### src/rtl/dmsynth_pkg.sv
`timescale 1ns/1ps
package dmsynth_pkg;
  localparam int SWAL_W = 5;
  localparam int MAIN_W = 11;
  localparam int WORD_W = SWAL_W + MAIN_W;

  typedef enum logic [1:0] {
    SEL_DIV  = 2'd0,
    SEL_REF  = 2'd1,
    SEL_LCK  = 2'd2,
    SEL_NONE = 2'd3
  } wsel_e;

  typedef struct packed {
    logic       man_low;
    logic       auto_en;
    logic [1:0] cnt_sel;
    logic [1:0] win_sel;
  } lock_cfg_t;
endpackage

### src/rtl/dmsynth_refdiv.sv
`timescale 1ns/1ps
module dmsynth_refdiv #(
  parameter int REF_W = 12
) (
  input  logic             clk,
  input  logic             rst,
  input  logic             restart,
  input  logic [REF_W-1:0] r_val,
  output logic             ref_pulse
);
  logic [REF_W-1:0] rc;

  always_ff @(posedge clk) begin
    if (rst) begin
      rc        <= '0;
      ref_pulse <= 1'b0;
    end else if (restart) begin
      rc        <= r_val;
      ref_pulse <= 1'b0;
    end else if (rc == '0) begin
      rc        <= r_val;
      ref_pulse <= 1'b1;
    end else begin
      rc        <= rc - 1'b1;
      ref_pulse <= 1'b0;
    end
  end
endmodule

### src/rtl/dmsynth_maindiv.sv
`timescale 1ns/1ps
module dmsynth_maindiv #(
  parameter int SW_W = 5,
  parameter int MN_W = 11
) (
  input  logic            clk,
  input  logic            rst,
  input  logic            load,
  input  logic [SW_W-1:0] a_new,
  input  logic [MN_W-1:0] b_new,
  input  logic [SW_W-1:0] a_set,
  input  logic [MN_W-1:0] b_set,
  input  logic            pre_pulse,
  output logic            mod_sel,
  output logic            syn_pulse
);
  logic [MN_W-1:0] mc;
  logic [SW_W-1:0] sc;
  logic [SW_W-1:0] sc_dec;

  assign sc_dec = (sc != '0) ? sc - 1'b1 : '0;

  always_ff @(posedge clk) begin
    if (rst) begin
      mc        <= '0;
      sc        <= '0;
      mod_sel   <= 1'b0;
      syn_pulse <= 1'b0;
    end else if (load) begin
      mc        <= b_new;
      sc        <= a_new;
      mod_sel   <= (a_new != '0);
      syn_pulse <= 1'b0;
    end else if (pre_pulse) begin
      if (mc == '0) begin
        mc        <= b_set;
        sc        <= a_set;
        mod_sel   <= (a_set != '0);
        syn_pulse <= 1'b1;
      end else begin
        mc        <= mc - 1'b1;
        sc        <= sc_dec;
        mod_sel   <= (sc_dec != '0);
        syn_pulse <= 1'b0;
      end
    end else begin
      syn_pulse <= 1'b0;
    end
  end
endmodule

### src/rtl/dmsynth_pfd.sv
`timescale 1ns/1ps
module dmsynth_pfd #(
  parameter int ERR_W = 8
) (
  input  logic             clk,
  input  logic             rst,
  input  logic             clr,
  input  logic             ref_p,
  input  logic             syn_p,
  output logic             up,
  output logic             dn,
  output logic             done,
  output logic [ERR_W-1:0] err
);
  localparam logic [ERR_W-1:0] ERR_MAX = '1;
  logic             up_set, dn_set, active;
  logic [ERR_W-1:0] wc;

  assign up_set = up | ref_p;
  assign dn_set = dn | syn_p;
  assign done   = up_set & dn_set;
  assign active = up | dn;
  assign err    = (wc == ERR_MAX) ? ERR_MAX : wc + {{(ERR_W-1){1'b0}}, active};

  always_ff @(posedge clk) begin
    if (rst || clr) begin
      up <= 1'b0;
      dn <= 1'b0;
      wc <= '0;
    end else begin
      up <= up_set & ~done;
      dn <= dn_set & ~done;
      if (done)
        wc <= '0;
      else if (active && wc != ERR_MAX)
        wc <= wc + 1'b1;
    end
  end
endmodule

### src/rtl/dmsynth_lockctl.sv
`timescale 1ns/1ps
module dmsynth_lockctl #(
  parameter int ERR_W      = 8,
  parameter int RUN_W      = 5,
  parameter int DELAY_REFS = 2
) (
  input  logic             clk,
  input  logic             rst,
  input  logic             clr,
  input  logic             cfg_wr,
  input  logic             new_auto,
  input  logic             new_man,
  input  logic [1:0]       win_sel,
  input  logic [1:0]       cnt_sel,
  input  logic             auto_en,
  input  logic             done,
  input  logic [ERR_W-1:0] err,
  input  logic             ref_p,
  output logic             locked,
  output logic             cp_low
);
  localparam int DC_W = $clog2(DELAY_REFS + 1);
  localparam logic [RUN_W-1:0] RUN_MAX = '1;
  localparam logic [DC_W-1:0]  DC_END  = DC_W'(DELAY_REFS);
  localparam logic [DC_W-1:0]  DC_LAST = DC_W'(DELAY_REFS - 1);

  logic [RUN_W-1:0] run;
  logic [RUN_W:0]   run_nx;
  logic [RUN_W:0]   need;
  logic [ERR_W-1:0] win;
  logic [DC_W-1:0]  dcnt;

  assign win    = ERR_W'((32'd1 << win_sel) - 32'd1);
  assign need   = (RUN_W+1)'(32'd2 << cnt_sel);
  assign run_nx = {1'b0, run} + 1'b1;

  always_ff @(posedge clk) begin
    if (rst || clr) begin
      run    <= '0;
      locked <= 1'b0;
    end else if (done) begin
      if (err <= win) begin
        if (run != RUN_MAX) run <= run_nx[RUN_W-1:0];
        if (run_nx >= need) locked <= 1'b1;
      end else begin
        run    <= '0;
        locked <= 1'b0;
      end
    end
  end

  always_ff @(posedge clk) begin
    if (rst || clr) begin
      dcnt   <= '0;
      cp_low <= 1'b0;
    end else begin
      if (!locked)
        dcnt <= '0;
      else if (ref_p && !cp_low && dcnt != DC_END)
        dcnt <= dcnt + 1'b1;

      if (cfg_wr)
        cp_low <= new_man & ~new_auto;
      else if (auto_en && locked && ref_p && !cp_low && dcnt == DC_LAST)
        cp_low <= 1'b1;
    end
  end
endmodule

### src/rtl/dmsynth_core.sv
`timescale 1ns/1ps
module dmsynth_core
  import dmsynth_pkg::*;
#(
  parameter int REF_W      = 12,
  parameter int ERR_W      = 8,
  parameter int RUN_W      = 5,
  parameter int DELAY_REFS = 2
) (
  input  logic        clk,
  input  logic        rst,
  input  logic        wr_en,
  input  logic [1:0]  wr_addr,
  input  logic [15:0] wr_data,
  input  logic        pre_pulse,
  output logic        mod_sel,
  output logic        syn_pulse,
  output logic        ref_pulse,
  output logic        pump_up,
  output logic        pump_dn,
  output logic        locked,
  output logic        cp_low,
  output logic        prog_err
);
  wsel_e               sel;
  logic                div_wr, ref_wr, lck_wr;
  logic [SWAL_W-1:0]   a_q, a_new;
  logic [MAIN_W-1:0]   b_q, b_new;
  logic [REF_W-1:0]    r_q, r_next;
  logic [1:0]          win_q, cnt_q;
  logic                auto_q;
  lock_cfg_t           cfg_new;
  logic                cmp_done;
  logic [ERR_W-1:0]    cmp_err;

  assign sel     = wsel_e'(wr_addr);
  assign div_wr  = wr_en && (sel == SEL_DIV);
  assign ref_wr  = wr_en && (sel == SEL_REF);
  assign lck_wr  = wr_en && (sel == SEL_LCK);
  assign a_new   = wr_data[SWAL_W-1:0];
  assign b_new   = wr_data[WORD_W-1:SWAL_W];
  assign cfg_new = lock_cfg_t'(wr_data[5:0]);
  assign r_next  = ref_wr ? wr_data[REF_W-1:0] : r_q;

  always_ff @(posedge clk) begin
    if (rst) begin
      a_q      <= '0;
      b_q      <= '0;
      r_q      <= '0;
      win_q    <= '0;
      cnt_q    <= '0;
      auto_q   <= 1'b0;
      prog_err <= 1'b0;
    end else begin
      if (div_wr) begin
        a_q      <= a_new;
        b_q      <= b_new;
        prog_err <= (b_new < MAIN_W'(a_new));
      end
      if (ref_wr) r_q <= wr_data[REF_W-1:0];
      if (lck_wr) begin
        win_q  <= cfg_new.win_sel;
        cnt_q  <= cfg_new.cnt_sel;
        auto_q <= cfg_new.auto_en;
      end
    end
  end

  dmsynth_refdiv #(.REF_W(REF_W)) u_ref (
    .clk       (clk),
    .rst       (rst),
    .restart   (div_wr | ref_wr),
    .r_val     (r_next),
    .ref_pulse (ref_pulse)
  );

  dmsynth_maindiv #(.SW_W(SWAL_W), .MN_W(MAIN_W)) u_main (
    .clk       (clk),
    .rst       (rst),
    .load      (div_wr),
    .a_new     (a_new),
    .b_new     (b_new),
    .a_set     (a_q),
    .b_set     (b_q),
    .pre_pulse (pre_pulse),
    .mod_sel   (mod_sel),
    .syn_pulse (syn_pulse)
  );

  dmsynth_pfd #(.ERR_W(ERR_W)) u_pfd (
    .clk   (clk),
    .rst   (rst),
    .clr   (div_wr),
    .ref_p (ref_pulse),
    .syn_p (syn_pulse),
    .up    (pump_up),
    .dn    (pump_dn),
    .done  (cmp_done),
    .err   (cmp_err)
  );

  dmsynth_lockctl #(.ERR_W(ERR_W), .RUN_W(RUN_W), .DELAY_REFS(DELAY_REFS)) u_lock (
    .clk      (clk),
    .rst      (rst),
    .clr      (div_wr),
    .cfg_wr   (lck_wr),
    .new_auto (cfg_new.auto_en),
    .new_man  (cfg_new.man_low),
    .win_sel  (win_q),
    .cnt_sel  (cnt_q),
    .auto_en  (auto_q),
    .done     (cmp_done),
    .err      (cmp_err),
    .ref_p    (ref_pulse),
    .locked   (locked),
    .cp_low   (cp_low)
  );
endmodule

### config.mk
export PLATFORM = sky130hd
export DESIGN_NAME = dmsynth_core
export DESIGN_NICKNAME = d
export VERILOG_FILES = /design/src/rtl/dmsynth_pkg.sv /design/src/rtl/dmsynth_refdiv.sv /design/src/rtl/dmsynth_maindiv.sv /design/src/rtl/dmsynth_pfd.sv /design/src/rtl/dmsynth_lockctl.sv /design/src/rtl/dmsynth_core.sv
export SDC_FILE = /design/constraint.sdc
export NUM_CORES = 1
export LEC_CHECK = 0
export ABC_AREA = 1
export BUFFER_PORTS_ARGS = -buffer_cell sky130_fd_sc_hd__buf_4
export CORE_UTILIZATION = 55
export DETAILED_ROUTE_END_ITERATION = 6
export GPL_ROUTABILITY_DRIVEN = 1
export PLACE_DENSITY = 0.71
export SETUP_SLACK_MARGIN = 0.3
export SYNTH_ARGS = -nofsm -noshare
export SYNTH_HDL_FRONTEND = slang
export SYNTH_SLANG_ARGS = --single-unit
### constraint.sdc
create_clock -name clk -period 8.4 [get_ports clk]
set_clock_uncertainty 0.2 [all_clocks]
set_input_delay 0.84 -clock clk [delete_from_list [all_inputs] [get_ports clk]]
set_output_delay 0.84 -clock clk [all_outputs]
set_load 0.05 [all_outputs]
After elaboration in Yosys (flattened, before gate mapping)
Index checks and enable logic that the tools add are counted.
{ "word_totals": {"regBits": 84, "input_bits": 22, "output_inout_bits": 8, "word_cells": 103} }
{ "classes": {"n_addsub": 8, "magnitude_cmp": 3, "eq_ne": 9, "shift": 2, "muxes": 22, "bitwise_logic": 12, "n_reduce_logical": 27} }
{ "op_table": {"columns": ["op", "count"], "rows": [
  ["$mux 12", 3],
  ["$mux 11", 3],
  ["$mux 5", 6],
  ["$reduce_bool 5->1", 4],
  ["$logic_not 12->1", 1],
  ["$sub 12x1->12 const B", 1],
  ["$logic_not 11->1", 1],
  ["$lt 11x5->1", 1],
  ["$sub 11x1->11 const B", 1],
  ["$logic_and 1x1->1", 10],
  ["$mux 1", 9],
  ["$add 8x1->8", 1],
  ["$add 8x1->8 const B", 1],
  ["$eq 8x8->1 const B", 1],
  ["$le 8x8->1", 1],
  ["$mux 8", 1],
  ["$ne 8x8->1 const B", 1],
  ["$shl 1x2->8 const A", 1],
  ["$sub 8x1->8 const B", 1],
  ["$add 5x1->6 const B", 1],
  ["$ge 6x6->1", 1],
  ["$ne 2x2->1 const B", 3],
  ["$reduce_or 2->1", 3],
  ["$shl 2x2->6 const A", 1],
  ["other kinds (14)", 26]
]} }

Logic depth before layout (Yosys ltp)
{ "depth": {"word_depth": 6, "ltp_mapped": 19, "depth_no_buf": 19} }

By module
From an unflattened synthesis, not the netlist that was laid out.
{ "hier_totals": {"cells_unflattened": 753, "hier_area_um2": 5141.2} }
{ "by_module_without_submodules": {"columns": ["mod", "n_inst", "cells_each", "area_per_inst_um2", "seq_area_each_um2"], "rows": [
  ["dmsynth_core", 1, 195, 1522.7, 680.7],
  ["dmsynth_maindiv", 1, 212, 1332.5, 360.3],
  ["dmsynth_refdiv", 1, 136, 849.6, 260.2],
  ["dmsynth_lockctl", 1, 105, 739.5, 180.2],
  ["dmsynth_pfd", 1, 105, 696.9, 200.2]
]} }

Worst setup path before layout
Ideal clock, no wire load.
{ "synth_path": {"path_kind": "reg-to-reg", "start": "reg u_pfd.up", "end": "reg u_lock.run[0]", "setup_ns": 0.064, "arrival_time_ns": 2.654, "required_ns": 8.136, "slack_ns": 5.482, "stages_incl_launch_ff": 17, "path_buffers": 0, "synth_period_minus_slack_ns": 2.918, "path_cell_list": "dfxtp_1 > or2_2 > ha_1 > ha_1 > or2_2 > ha_1 > nand2_1 > nand2_1 > nand2_1 > nand2_1 > o21bai_1 > nand2_1 > nand2_1 > nand2_1 > nand2_1 > nand2_1 > nor2_1"} }
{ "synth_between": {"elab_chain_cells": 6, "elab_cells_between_ends": 9, "classes_between": "1 x add/sub; 1 x order compare; 1 x eq/ne; 2 x mux; 3 x bitwise; 1 x reduce/logical"} }
{ "synth_lines": {"columns": ["element", "line", "source"], "rows": [
  ["from (decl)", "dmsynth_pfd.sv:10", "output logic up,"],
  ["from (signal assigned)", "dmsynth_pfd.sv:31", "up <= up_set & ~done;"],
  ["$or 1x1->1", "dmsynth_pfd.sv:22", "assign active = up | dn;"],
  ["$add 8x1->8", "dmsynth_pfd.sv:23", "assign err = (wc == ERR_MAX) ? ERR_MAX : wc + {{(ERR_W-1){1'b0}}, active};"],
  ["$mux 8", "dmsynth_pfd.sv:23", null],
  ["$le 8x8->1", "dmsynth_lockctl.sv:42", "if (err <= win) begin"],
  ["$ne 2x2->1 (no source line)", null, null],
  ["$reduce_and 2->1 (no source line)", null, null],
  ["to (signal assigned)", "dmsynth_lockctl.sv:43", "if (run != RUN_MAX) run <= run_nx[RUN_W-1:0];"],
  ["to (decl)", "dmsynth_lockctl.sv:27", "logic [RUN_W-1:0] run;"]
]} }
Parallel ways exist; a longest one is shown, timed or not.
A chain may end at the register's enable or synchronous reset.

Worst setup path in the final report
Ends and elaborated chain as after synthesis.

==> results.json <==
{
  "outcome": "finished, final reports clean",
  "holdBufCountCts": 0,
  "synth_edf_count": 0,
  "worstPathArrival_ns": 2.99,
  "drtAntennaViolNets": 0,
  "r2r_start": "u_pfd.up$_SDFF_PP0_",
  "fp.dieW_um": 93.8,
  "hold_path_class": "reg -> reg",
  "grt_max_degree": 49,
  "ys_ff_latch": 84,
  "synth_top_cell_area_share_pct": 36.3,
  "clock_sink_count": 84,
  "drive_above_1_share_pct": 12.8,
  "hold_ws_ns": 0.267,
  "post-cts-setup-buffers": 0,
  "nets": 714,
  "synth_area_um2": 4640,
  "yosysUniqueCellTypes": 46,
  "synth.area.top_cells": "dfxtp_1 36%, nand2_1 8.8%, inv_1 7.4%, ha_1 7.3%, a21oi_1 5.8%",
  "setup_viol": 0,
  "yosys_warnings": 0,
  "grt_overflow": 0,
  "antenna_cells": 0,
  "yosysMostFrequentCell": "nand2_1",
  "hold_depth": 2,
  "wl_um": 10300,
  "grt_pass1_wl_um": 18100,
  "drt_iter0_drc": 200,
  "finalCriticalPeriod_ns": 2.88,
  "slew_violations": 0,
  "drv_cap": 0,
  "die_area_um2": 8800,
  "first_global_vias": 4089,
  "n_fill_cell": 768,
  "routed_via_density": 5.37,
  "rr_worst_depth": 16,
  "yosys.area.top_type": "dfxtp_1",
  "hold_viol_final": 0,
  "drc_errors": 0,
  "path_clk_slew_ns": 0.09,
  "fp-row-count": 33,
  "worst_ir_drop_vdd_v": 0.000114,
  "root_buffer": "clkbuf_8",
  "synthArstFlopShare_pct": 0,
  "synth_cells": 641,
  "tns_ns": 0,
  "critPathCaptureType": "register",
  "gp_congestion": 0.850,
  "min_to": "b_q[5]$_SDFFE_PP0P_",
  "fin_area_um2": 5050,
  "initial_utilization_pct": 56.7,
  "place_area_um2": 4860,
  "timing.rr.end": "u_lock.run[0]$_SDFFE_PP0P_",
  "cts_resized": 0,
  "holdCritStartpoint": "b_q[5]$_SDFFE_PP0P_",
  "clock_latency_ns": 0.37,
  "yosysSeqAreaShare_pct": 36.3,
  "r2r_slack_ns": 5.52,
  "ys_top_cells_by_count": "109 x nand2_1, 91 x inv_1, 84 x dfxtp_1",
  "dp.final_hpwl_um": 7690,
  "drtPass1Iterations": 5,
  "antenna_found_initial": 0,
  "cts_made_buffers": 9,
  "grtUsageTotal_pct": 25.9,
  "final-seq-area_um2": 1680,
  "multi_input_area_um2": 2460,
  "fmax_mhz": 347,
  "slew-limit-headroom_pct": 49.8,
  "crit_type": "reg -> reg",
  "via_count": 4158,
  "htree_levels": 3,
  "synth_ff_type": "dfxtp_1",
  "period_share_pct": 34.3,
  "rsz0062_at_grt": "no",
  "p_leak_nw": 2.22,
  "path_max_fanout": 5,
  "syn_avg_cell_area_um2": 7.24,
  "startpoint_type": "register",
  "io_buffers": 29,
  "tightest_slew_ns": 0.750,
  "die_height_um": 93.8,
  "areaGrowthSynthToFinish_pct": 8.88,
  "clk_path_buf_depth": 2,
  "ios": 30,
  "wl_per_cell_um": 13.3,
  "p_per_area_nw_per_um2": 230,
  "cp.required_ns": 8.51,
  "coreArea_um2": 8180,
  "power.total_mw": 1.16,
  "cts_tree": "yes",
  "final_core_util_pct": 61.8
}
[report_power, final]
group	switching [mW]	internal (mW)	leakage (nW)
clock network	0.159	0.118	0.0928
logic	0.254	0.144	1.44
registers	0.0371	0.450	0.685
[placed cells by master (no fill, tap or decap), types with 2 or more instances in the layout]
cell type  synthesis  layout
o21a_1             4       4
nor4_1             5       5
inv_2              7       7
o211ai_1          11      11
nand3_1           41      41
o21ai_0           45      45
nor2_1            55      55
inv_1             91      91
o21ai_1            4       4
dfxtp_1           84      84
a31oi_1            2       2
ha_1              27      27
clkinv_4           0       3
o22ai_1            8       8
nor2_2             4       4
nand2_2            9       9
buf_4              1      29
nand3_2            2       2
a21oi_1           54      54
a21oi_2            2       2
xor2_1            13      13
nand2_4            2       2
nand2_1          109     109
a211oi_1           2       2
clkbuf_8           0      10
nand4_1            7       7
or2_2              4       4
nor3_1            12      12
o21ai_2            4       4
nor2_4             3       3
conb_1             1       2
o21bai_1           2       2
[stage by stage]
| stage | setup WS [ns] | instances |
|---|---|---|
| floorplan | 5.48 | 642 |
| global placement | 5.61 | 759 |
| detailed placement | 5.53 | 759 |
| CTS | 5.51 | 775 |
| global route | 5.23 | 775 |
| finish | 5.52 | 775 |
[how the worst max path moves through the flow]
stage                                   startpoint                         end  slack [ns]  cells after the start
final                          u_pfd.up$_SDFF_PP0_  u_lock.run[0]$_SDFFE_PP0P_        5.52                     16
after global routing      u_pfd.wc[3]$_SDFFE_PP0P_  u_lock.run[0]$_SDFFE_PP0P_        5.23                     16
after CTS                      u_pfd.up$_SDFF_PP0_  u_lock.run[0]$_SDFFE_PP0P_        5.51                     16
after detailed placement       u_pfd.up$_SDFF_PP0_  u_lock.run[0]$_SDFFE_PP0P_        5.53                     16
after global placement         u_pfd.up$_SDFF_PP0_  u_lock.run[0]$_SDFFE_PP0P_        5.61                     16
after floorplan                u_pfd.up$_SDFF_PP0_  u_lock.run[0]$_SDFFE_PP0P_        5.48                     16
[state kept, by name, indices dropped and copies added (netlist names), 2 cells and up]
| signal | flops |
|---|---|
| r_q | 12 |
| u_ref.rc | 12 |
| b_q | 11 |
| u_main.mc | 11 |
| u_pfd.wc | 8 |
| a_q | 5 |
| u_lock.run | 5 |
| u_main.sc | 5 |
| cnt_q | 2 |
| u_lock.dcnt | 2 |
| win_q | 2 |
[final cells by class]
class / count / area share (%)
clock buffers: 10 / 2.73
clock inverters: 6 / 0.942
inverters: 99 / 7.41
multi-input cells: 442 / 48.7
flip-flops and latches: 84 / 33.3
well taps: 105 / 2.60
repair buffers: 29 / 4.31
[logic make-up (layout without fill, tap and decap cells)]
| kind of cell | Yosys count | in the layout | share of synthesized area [%] |
|---|---|---|---|
| simple gates | 257 | 257 | 25.5 |
| fa+ha+maj | 27 | 27 | 7.28 |
| buf+inv | 116 | 144 | 10.8 |
| xor+xnor | 13 | 13 | 2.45 |
| other cells | 1 | 2 | 0.0809 |
| compound gates | 143 | 143 | 17.6 |
| flops | 84 | 84 | 36.3 |
[worst max-delay path: stages (launching register included)]
cell,delay (ns)
dfxtp_1,0.34
or2_2,0.33
ha_1,0.22
ha_1,0.27
or2_2,0.29
ha_1,0.31
nand2_1,0.07
nand2_1,0.05
nand2_1,0.05
nand2_1,0.06
o21bai_1,0.13
nand2_1,0.09
nand2_1,0.15
nand2_1,0.07
nand2_1,0.06
nand2_1,0.04
nor2_1,0.10
[layer usage]
| metal | track usage (%) | vias up | part of all wire, % |
|---|---|---|---|
| met3 | 3.40 | 18 | 3.2 |
| met2 | 42.9 | 68 | 46 |
| met5 | 0 | - | 0 |
| met4 | 10.6 | 0 | 2.1 |
| li1 | - | 2154 | - |
| met1 | 33.8 | 1918 | 49 |
Power figures use the tool's default switching activity.
